**config.mk**
```make
export PLATFORM = sky130hd
export DESIGN_NAME = fll_tuner
export DESIGN_NICKNAME = d
export VERILOG_FILES = /design/src/rtl/fll_pkg.sv /design/src/rtl/fll_ref_sync.sv /design/src/rtl/fll_period_meter.sv /design/src/rtl/fll_tap_stepper.sv /design/src/rtl/fll_tuner.sv
export SDC_FILE = /design/constraint.sdc
export NUM_CORES = 1
export LEC_CHECK = 0
export ABC_AREA = 1
export CAP_MARGIN = 20
export CELL_PAD_IN_SITES_DETAIL_PLACEMENT = 0
export CELL_PAD_IN_SITES_GLOBAL_PLACEMENT = 1
export CORE_ASPECT_RATIO = 1.1
export CORE_MARGIN = 1.5
export CORE_UTILIZATION = 50
export DETAILED_ROUTE_END_ITERATION = 8
export DONT_BUFFER_PORTS = 1
export PLACE_DENSITY = 0.87
export SYNTH_ARGS = -nofsm -noshare
export SYNTH_HDL_FRONTEND = slang
export SYNTH_SLANG_ARGS = --single-unit
export TNS_END_PERCENT = 20
```
**constraint.sdc**
```tcl
create_clock -name clk -period 9.9 [get_ports clk]
set_input_delay 1.98 -clock clk [delete_from_list [all_inputs] [get_ports clk]]
set_output_delay 1.98 -clock clk [all_outputs]
set_load 0.03 [all_outputs]
```
**src/rtl/fll_pkg.sv**
```systemverilog
package fll_pkg;

    typedef enum logic [1:0] {
        ST_IDLE   = 2'd0,
        ST_TRACK  = 2'd1,
        ST_LOCKED = 2'd2
    } fll_state_e;

endpackage

```
**src/rtl/fll_ref_sync.sv**
```systemverilog
module fll_ref_sync #(
    parameter int STAGES = 2
) (
    input  logic clk,
    input  logic rst_n,
    input  logic ref_async,
    output logic rise
);
    // sh[0..STAGES-1] synchronize, sh[STAGES] holds the previous synchronized level
    logic [STAGES:0] sh;

    always_ff @(posedge clk or negedge rst_n) begin
        if (!rst_n) sh <= '0;
        else        sh <= {sh[STAGES-1:0], ref_async};
    end

    assign rise = sh[STAGES-1] & ~sh[STAGES];

    // a detected edge lasts one clock only
    assert_single_pulse_R5: assert property (@(posedge clk) disable iff (!rst_n)
        rise |=> !rise);
endmodule

```
**src/rtl/fll_period_meter.sv**
```systemverilog
module fll_period_meter #(
    parameter int CW = 16
) (
    input  logic          clk,
    input  logic          rst_n,
    input  logic          clr,
    input  logic          run,
    input  logic          cap,
    output logic [CW-1:0] diff
);
    logic [CW-1:0] cnt_q;
    logic [CW-1:0] prev_q;

    always_ff @(posedge clk or negedge rst_n) begin
        if (!rst_n) begin
            cnt_q  <= '0;
            prev_q <= '0;
        end else if (clr) begin
            cnt_q  <= '0;
            prev_q <= '0;
        end else begin
            if (run) cnt_q  <= cnt_q + 1'b1;
            if (cap) prev_q <= cnt_q;
        end
    end

    // modular difference handles counter wrap-around
    assign diff = cnt_q - prev_q;

    // counter frozen outside a run
    assert_count_frozen_R9: assert property (@(posedge clk) disable iff (!rst_n)
        (!run && !clr) |=> $stable(cnt_q));
    // a clear restarts both counter and stored capture
    assert_clear_R4: assert property (@(posedge clk) disable iff (!rst_n)
        clr |=> (cnt_q == '0 && prev_q == '0));
endmodule

```
**src/rtl/fll_tap_stepper.sv**
```systemverilog
module fll_tap_stepper #(
    parameter int TW       = 8,
    parameter int RW       = 3,
    parameter int TAP_INIT = 128,
    parameter int RNG_INIT = 0
) (
    input  logic          clk,
    input  logic          rst_n,
    input  logic          up,
    input  logic          dn,
    output logic [TW-1:0] tap,
    output logic [RW-1:0] rng
);
    localparam logic [TW-1:0] TAP_TOP = '1;
    localparam logic [RW-1:0] RNG_TOP = '1;

    logic [TW-1:0] tap_q;
    logic [RW-1:0] rng_q;

    always_ff @(posedge clk or negedge rst_n) begin
        if (!rst_n) begin
            tap_q <= TW'(TAP_INIT);
            rng_q <= RW'(RNG_INIT);
        end else if (up) begin
            tap_q <= tap_q + 1'b1;
            if (tap_q == TAP_TOP && rng_q != RNG_TOP) rng_q <= rng_q + 1'b1;
        end else if (dn) begin
            tap_q <= tap_q - 1'b1;
            if (tap_q == '0 && rng_q != '0) rng_q <= rng_q - 1'b1;
        end
    end

    assign tap = tap_q;
    assign rng = rng_q;

    // range moves upward only on a fine wrap
    assert_up_no_carry_R7: assert property (@(posedge clk) disable iff (!rst_n)
        (up && tap_q != TAP_TOP) |=> $stable(rng_q));
    // range moves downward only on a fine wrap
    assert_dn_no_carry_R6: assert property (@(posedge clk) disable iff (!rst_n)
        (dn && tap_q != '0) |=> $stable(rng_q));
    // saturation at the top
    assert_rng_ceiling_R8: assert property (@(posedge clk) disable iff (!rst_n)
        (up && rng_q == RNG_TOP) |=> rng_q == RNG_TOP);
    // saturation at the bottom
    assert_rng_floor_R8: assert property (@(posedge clk) disable iff (!rst_n)
        (dn && rng_q == '0) |=> rng_q == '0);
    // never two directions in one clock
    assert_one_direction_R5: assert property (@(posedge clk) disable iff (!rst_n)
        !(up && dn));
endmodule

```
**src/rtl/fll_tuner.sv**
```systemverilog
module fll_tuner #(
    parameter int CNT_W       = 16,
    parameter int TAP_W       = 8,
    parameter int RNG_W       = 3,
    parameter int MIN_TARGET  = 64,
    parameter int SYNC_STAGES = 2,
    parameter int TAP_INIT    = 128,
    parameter int RNG_INIT    = 0
) (
    input  logic             clk,
    input  logic             rst_n,
    input  logic             ref_in,
    input  logic             start,
    input  logic [CNT_W-1:0] target,
    output logic [TAP_W-1:0] fine_tap,
    output logic [RNG_W-1:0] coarse_sel,
    output logic             busy,
    output logic             locked,
    output logic             reject
);
    import fll_pkg::*;

    localparam logic [CNT_W-1:0] TGT_FLOOR = CNT_W'(MIN_TARGET);

    fll_state_e    state_q, state_d;
    logic          ref_rise;
    logic [CNT_W-1:0] meas;
    logic          tgt_ok, launch, refuse, sample, hit, step_up, step_dn;
    logic          reject_q;

    fll_ref_sync #(.STAGES(SYNC_STAGES)) u_sync (
        .clk      (clk),
        .rst_n    (rst_n),
        .ref_async(ref_in),
        .rise     (ref_rise)
    );

    assign tgt_ok  = (target >= TGT_FLOOR);
    assign launch  = start &&  tgt_ok && (state_q != ST_TRACK);
    assign refuse  = start && !tgt_ok && (state_q != ST_TRACK);
    assign sample  = ref_rise && (state_q == ST_TRACK);
    assign hit     = sample && (meas == target);
    assign step_up = sample && (meas <  target);
    assign step_dn = sample && (meas >  target);

    fll_period_meter #(.CW(CNT_W)) u_meter (
        .clk  (clk),
        .rst_n(rst_n),
        .clr  (launch),
        .run  (state_q == ST_TRACK),
        .cap  (sample),
        .diff (meas)
    );

    fll_tap_stepper #(
        .TW(TAP_W), .RW(RNG_W), .TAP_INIT(TAP_INIT), .RNG_INIT(RNG_INIT)
    ) u_step (
        .clk  (clk),
        .rst_n(rst_n),
        .up   (step_up),
        .dn   (step_dn),
        .tap  (fine_tap),
        .rng  (coarse_sel)
    );

    // next-state logic
    always_comb begin
        state_d = state_q;
        unique case (state_q)
            ST_IDLE:   if (launch) state_d = ST_TRACK;
            ST_TRACK:  if (hit)    state_d = ST_LOCKED;
            ST_LOCKED: if (launch) state_d = ST_TRACK;
            default:               state_d = ST_IDLE;
        endcase
    end

    // state register
    always_ff @(posedge clk or negedge rst_n) begin
        if (!rst_n) begin
            state_q  <= ST_IDLE;
            reject_q <= 1'b0;
        end else begin
            state_q  <= state_d;
            reject_q <= refuse;
        end
    end

    // outputs
    always_comb begin
        busy   = (state_q == ST_TRACK);
        locked = (state_q == ST_LOCKED);
        reject = reject_q;
    end

    // launch enters tracking with tap and range kept
    assert_launch_R2: assert property (@(posedge clk) disable iff (!rst_n)
        (start && tgt_ok && !busy) |=>
            (busy && !locked && $stable(fine_tap) && $stable(coarse_sel)));
    // refused start leaves the state alone
    assert_refuse_R3: assert property (@(posedge clk) disable iff (!rst_n)
        (start && !tgt_ok && !busy) |=> (!busy && reject && $stable(locked)));
    // the refusal flag is a single-clock pulse
    assert_reject_pulse_R3: assert property (@(posedge clk) disable iff (!rst_n)
        (reject && !start) |=> !reject);
    // exact match ends the run
    assert_match_locks_R9: assert property (@(posedge clk) disable iff (!rst_n)
        hit |=> (locked && !busy));
    // held outputs while locked
    assert_hold_R9: assert property (@(posedge clk) disable iff (!rst_n)
        (locked && !start) |=> ($stable(fine_tap) && $stable(coarse_sel) && locked));
endmodule

```
# After elaboration in Yosys (flattened, before gate mapping)
# Index checks and enable logic that the tools add are counted.
[word_totals]
ff_bits = 49
output_inout_bits = 14
input_bits = 20
elab_cells = 61
[classes]
n_lt_le_gt_ge = 3
eq_ne = 9
n_reduce_logical = 21
muxes = 13
bitwise = 2
n_addsub = 6
[op_table]
columns = ["operator", "n"]
rows = [
  ["two-way mux 16 bit", 4],
  ["adder 16 x 1 -> 16 bit, second input constant", 1],
  ["== test 16 bit", 1],
  ["greater-or-equal comparator 16 x 7 -> 1 bit, second input constant", 1],
  ["greater-than comparator 16 bit", 1],
  ["less-than comparator 16 bit", 1],
  ["two-way mux 8 bit", 2],
  ["subtractor 16 bit", 1],
  ["two-way mux 3 bit", 4],
  ["logical AND 1 bit", 10],
  ["adder 8 x 1 -> 8 bit, second input constant", 1],
  ["== test 8 bit, second input constant", 1],
  ["zero test 8 bit", 1],
  ["inequality test 2 x 1 -> 1 bit, second input constant", 4],
  ["nonzero test 2 bit", 4],
  ["subtractor 8 x 1 -> 8 bit, second input constant", 1],
  ["two-way mux 2 bit", 2],
  ["one-hot mux 2 bit (2 select lines)", 1],
  ["adder 3 x 1 -> 3 bit, second input constant", 1],
  ["inequality test 3 bit, second input constant", 1],
  ["AND reduction 3 bit", 1],
  ["nonzero test 3 bit", 1],
  ["subtractor 3 x 1 -> 3 bit, second input constant", 1],
  ["== test 2 x 1 -> 1 bit, second input constant", 1],
  ["other kinds (7)", 7],
]

# Longest topological paths before layout
[depth]
word_depth = 6
mapped_depth = 26
mapped_depth_nobuf = 26

# Hierarchy
# From an unflattened synthesis, not the netlist that was laid out.
[hier_totals]
hier_cells = 591
area_unflattened_um2 = 4000.1
[by_module_without_submodules]
columns = ["module", "instances", "area_per_inst_um2", "seq_area_each_um2", "cells_per_inst"]
rows = [
  ["fll_period_meter", 1, 2372.3, 800.8, 351],
  ["fll_tap_stepper", 1, 908.4, 276.5, 136],
  ["fll_tuner", 1, 634.4, 75.1, 99],
  ["fll_ref_sync", 1, 85.1, 75.1, 5],
]

# Least setup slack after synthesis
# No wires, ideal clock.
[synth_timing]
path_type = "input-to-reg"
from = "input target[13]"
to = "register u_step.tap_q[6] (netlist: u_step.tap[6])"
path_buffers = 0
t_required_ns = 9.781
path_slack_ns = 5.839
setup_time_ns = 0.119
t_arrival_ns = 3.942
path_stages = 15
path_cell_list = "inv_1 -> ha_1 -> nand2_1 -> inv_1 -> o21ai_0 -> nand3_2 -> nor2_4 -> nand2_4 -> ha_1 -> nand3_1 -> nand2_1 -> a21oi_1 -> o21ai_0 -> xor2_1 -> o21ai_2"
[synth_via]
elab_chain_cells = 3
[synth_rtl]
columns = ["element", "line_no", "source"]
rows = [
  ["start: declaration", "fll_tuner.sv:14", "input logic [CNT_W-1:0] target,"],
  ["less-than comparator 16 bit / greater-than comparator 16 bit (equally long branches)", "fll_tuner.sv:43, fll_tuner.sv:44", ""],
  ["logical AND 1 bit, on equally long branches", "fll_tuner.sv:43, fll_tuner.sv:44", ""],
  ["two-way mux 8 bit / nonzero test 2 bit (equally long branches)", "n/a", ""],
  ["end signal: assignment", "fll_tap_stepper.sv:22", "tap_q <= TW'(TAP_INIT);"],
  ["end signal: assignment", "fll_tap_stepper.sv:25", "tap_q <= tap_q + 1'b1;"],
  ["end signal: assignment", "fll_tap_stepper.sv:28", "tap_q <= tap_q - 1'b1;"],
  ["end: declaration", "fll_tap_stepper.sv:17", "logic [TW-1:0] tap_q;"],
]
# Several ways; a longest one is shown, not always the timed one.
# A chain may end at the register's enable or synchronous reset.

# Final worst setup path
[layout_timing]
from = "register u_meter.cnt_q[0]"
to = "register u_step.tap_q[6] (netlist: u_step.tap[6])"
[layout_via]
elab_chain_cells = 4
[layout_rtl]
columns = ["element", "line_no", "source"]
rows = [
  ["start: declaration", "fll_period_meter.sv:11", "logic [CW-1:0] cnt_q;"],
  ["start signal: assignment", "fll_period_meter.sv:22", "if (run) cnt_q <= cnt_q + 1'b1;"],
  ["subtractor 16 bit *", "fll_period_meter.sv:28", "assign diff = cnt_q - prev_q;"],
  ["less-than comparator 16 bit / greater-than comparator 16 bit (equally long branches)", "fll_tuner.sv:43, fll_tuner.sv:44", ""],
  ["logical AND 1 bit, on equally long branches", "fll_tuner.sv:43, fll_tuner.sv:44", ""],
  ["two-way mux 8 bit / nonzero test 2 bit (equally long branches)", "n/a", ""],
]
# Mark *: on every way between the ends. The rest lies on a longest branch, timed or not.

==> impl_metrics.json <==
{
  "placedInstanceArea_um2": 3700,
  "area_delta_synth_final_pct": 5.83,
  "grtUsageTotal_pct": 20.6,
  "synthArstFlopShare_pct": 100,
  "criticalPathCategory": "register to register",
  "fin_tns_setup_ns": 0,
  "cp_common_cell": "nand2_1",
  "final_antenna_net_count": 0,
  "insertion_delay_ns": 0.31,
  "drc": 0,
  "post_cts_buffers": 0,
  "numCtsBuffers": 5,
  "synth.net_count": 532,
  "clock-root-buffer": "clkbuf_8",
  "endpoint_kind": "register",
  "synth_mux_area_share_pct": 0.552,
  "syn_inst": 471,
  "fp.dieH_um": 92.3,
  "final_cell_area_um2": 3840,
  "post-route-min-period_ns": 4.25,
  "rsz0062_at_grt": "no",
  "cts_resized": 0,
  "max_slew_margin_pct": 54.6,
  "firstDrtPassIters": 4,
  "grt.overflow.total": 0,
  "syn-cell-area_um2": 3630,
  "final-seq-area_um2": 1230,
  "fin_skew_ns": 0.0122,
  "diodes": 0,
  "status": "finished, final reports clean",
  "final-setup-viol-count": 0,
  "rows": 32,
  "ctsHoldBuffers": 0,
  "gp_congestion": 0.840,
  "power.internal_uw": 708,
  "nets": 535,
  "cts.sinks": 49,
  "postRouteWirelength_mm": 7.50,
  "pwr-share-comb_pct": 62.2,
  "p_leak_uw": 0.00194,
  "routedWlPerCell_um": 13.4,
  "start_kind": "register",
  "syn_avg_cell_area_um2": 7.70,
  "path_cells": "inv_1 -> ha_1 -> fa_1 -> o21ai_1 -> a21boi_0 -> o21ai_1 -> nand3_1 -> nand4_1 -> nand2_1 -> ha_1 -> nand2_1 -> inv_1 -> nand3_1 -> nor2_1 -> nand2_1 -> nand2_4 -> ha_1 -> a21oi_1 -> nand2_1 -> a21oi_1 -> o21ai_0 -> xor2_1 -> o21ai_2",
  "slowest_stage": "fa_1",
  "max_freq_mhz": 235,
  "initial_core_util_pct": 51.8,
  "fp.coreArea_um2": 7010,
  "critPathTopFamily": "adder cells",
  "seqPwrFrac_pct": 25.6,
  "dominantRegCellSynth": "dfrtp_1",
  "num_io_pins": 34,
  "synth_edf_count": 0,
  "worstPathArrival_ns": 4.45,
  "cp.buffers_inverters": 2,
  "cp_max_fo": 13,
  "cts_tree": "done",
  "regToRegSetupSlack_ns": 5.65,
  "synth_xor_area_share_pct": 4.83,
  "hp-class": "register to register",
  "yosys_warnings": 0,
  "p_sw_share_pct": 49.1,
  "hold_violations": 0,
  "slew_violations": 0,
  "synth_top_family_by_area": "simple AND/OR/NAND/NOR gates",
  "synth_fa_ha_area_share_pct": 14.8,
  "num-fill-cells": 655,
  "io_buffers": 0,
  "viasPerCell": 5.28,
  "p_clk_share_pct": 12.2,
  "grt_antenna_before_repair": 0,
  "grt_pass1_vias": 2817,
  "htreeDepth": 2,
  "dp.final_hpwl_mm": 5.86,
  "path_clk_slew_ns": 0.10,
  "multi_input_area_um2": 2070,
  "dieArea_um2": 7770,
  "max_stage_delay_ns": 0.41,
  "drive_gt1_share_pct": 6.11,
  "grt_max_degree": 50,
  "finalCritPeriodShare_pct": 42.9,
  "die_x_um": 84.2,
  "maxCapViolCount": 0,
  "drtIter0Drc": 115,
  "ys_types": 38,
  "grt_pass1_wl_mm": 13.0,
  "power.density_nw_per_um2": 362,
  "required_ns": 10.10,
  "switchingPower_uw": 683,
  "peakVddDrop_v": 0.000196,
  "tightest_slew_ns": 0.679,
  "synth-simple-area-share_pct": 25.5,
  "ys_seq_area_share_pct": 33.9,
  "synth-compound-area-share_pct": 11.6,
  "clk_path_buf_depth": 2,
  "ys_ff_latch": 49,
  "vias": 2955
}
-- routing by layer --
layer	track usage (%)	vias to the layer above	wire length (um)
met2	32.5	53	3300
met5	0	-	0
met1	30.3	1359	3850
met4	4.37	0	53
li1	-	1539	-
met3	3.03	4	298
-- Yosys cell counts, types with 4 or more instances --
| cell type | number | area share (%) |
|---|---|---|
| nor2_1 | 25 | 2.6 |
| inv_1 | 76 | 7.9 |
| o21ai_2 | 4 | 0.97 |
| a31oi_1 | 4 | 0.69 |
| ha_1 | 38 | 13 |
| nor3_1 | 8 | 1.1 |
| o21ai_1 | 7 | 0.97 |
| xnor2_1 | 6 | 1.4 |
| a21oi_1 | 24 | 3.3 |
| xor2_1 | 14 | 3.4 |
| o21ai_0 | 26 | 3.6 |
| nand2_1 | 114 | 12 |
| dfrtp_1 | 48 | 33 |
| nand4_1 | 8 | 1.4 |
| nand3_1 | 28 | 3.9 |
-- final cells by class --
type	count	share of cell area [%]
Inverter	79	7.73
Clock buffer	5	1.79
Tap cell	85	2.77
Sequential cell	49	32.0
Clock inverter	3	1.70
Multi-Input combinational cell	339	54.0
-- state kept, by name (all words and copies together), names as in the netlist --
signal / cells
reject: 1
u_step.rng: 3
u_step.tap: 8
u_meter.cnt_q: 16
u_sync.sh: 3
state_q: 2
u_meter.prev_q: 16
-- placed cells by master, fill, tap and decap left out, types with 2 or more instances in the layout --
master	count
xnor2_1	6
nand4_1	8
nor2_1	25
nand3b_1	2
nor2_2	2
mux2i_1	2
nor4_1	3
nor3_1	8
xor2_1	14
fa_1	3
dfrtp_1	48
ha_1	38
nand2_1	114
a21boi_0	2
o21ai_0	26
bufinv_16	2
a31oi_1	4
o21ai_1	7
inv_2	3
nor2_4	3
inv_1	76
clkbuf_8	5
a21oi_1	24
nand2_4	3
a21o_1	2
nand3_1	28
o21bai_1	3
o21ai_2	4
-- power by group through the flow --
stage          clock (uW)  sequential, uW  combinational (uW)
2_1_floorplan           0             342                 723
3_3_place_gp            0             359                 840
3_5_place_dp            0             360                 872
4_1_cts               172             356                 877
5_1_grt               181             366                1020
6_report              169             356                 865
-- through the flow --
stage | total power, uW | hold WS [ns] | setup slack (ns) | std cells | utilization [%]
detailed placement | 1230 | 0.352 | 5.59 | 552 | 52.9
finish | 1390 | 0.372 | 5.65 | 560 | 54.8
floorplan | 1060 | 0.331 | 5.84 | 471 | -
CTS | 1400 | 0.376 | 5.61 | 560 | 54.8
global route | 1560 | 0.384 | 5.19 | 560 | 54.8
global placement | 1200 | 0.365 | 5.69 | 552 | 52.9
-- cell families (layout without fill, tap and decap cells) --
| group | after synthesis | in the layout |
|---|---|---|
| buffers and inverters | 83 | 87 |
| xor gates and xnor gates | 20 | 20 |
| and+or+nand+nor | 201 | 201 |
| DFF | 49 | 49 |
| muxes | 2 | 2 |
| adders and majority gates | 41 | 41 |
| AOI/OAI and AO/OA | 75 | 75 |
-- final timing paths --
| check | start | endpoint | cells past startpoint |
|---|---|---|---|
| setup / recovery | u_meter.cnt_q[0] | u_step.tap[6] | 23 |
| hold / removal | u_sync.sh[0] | u_sync.sh[1] | 0 |
| setup reg to reg | u_meter.cnt_q[0] | u_step.tap[6] | 23 |
| hold reg to reg | u_sync.sh[0] | u_sync.sh[1] | 0 |
| max in group asynchronous | rst_n | u_step.tap[7] | 0 |
| min in group asynchronous | rst_n | u_meter.prev_q[9] | 0 |
Note: power is estimated with default switching activity, not from simulation.
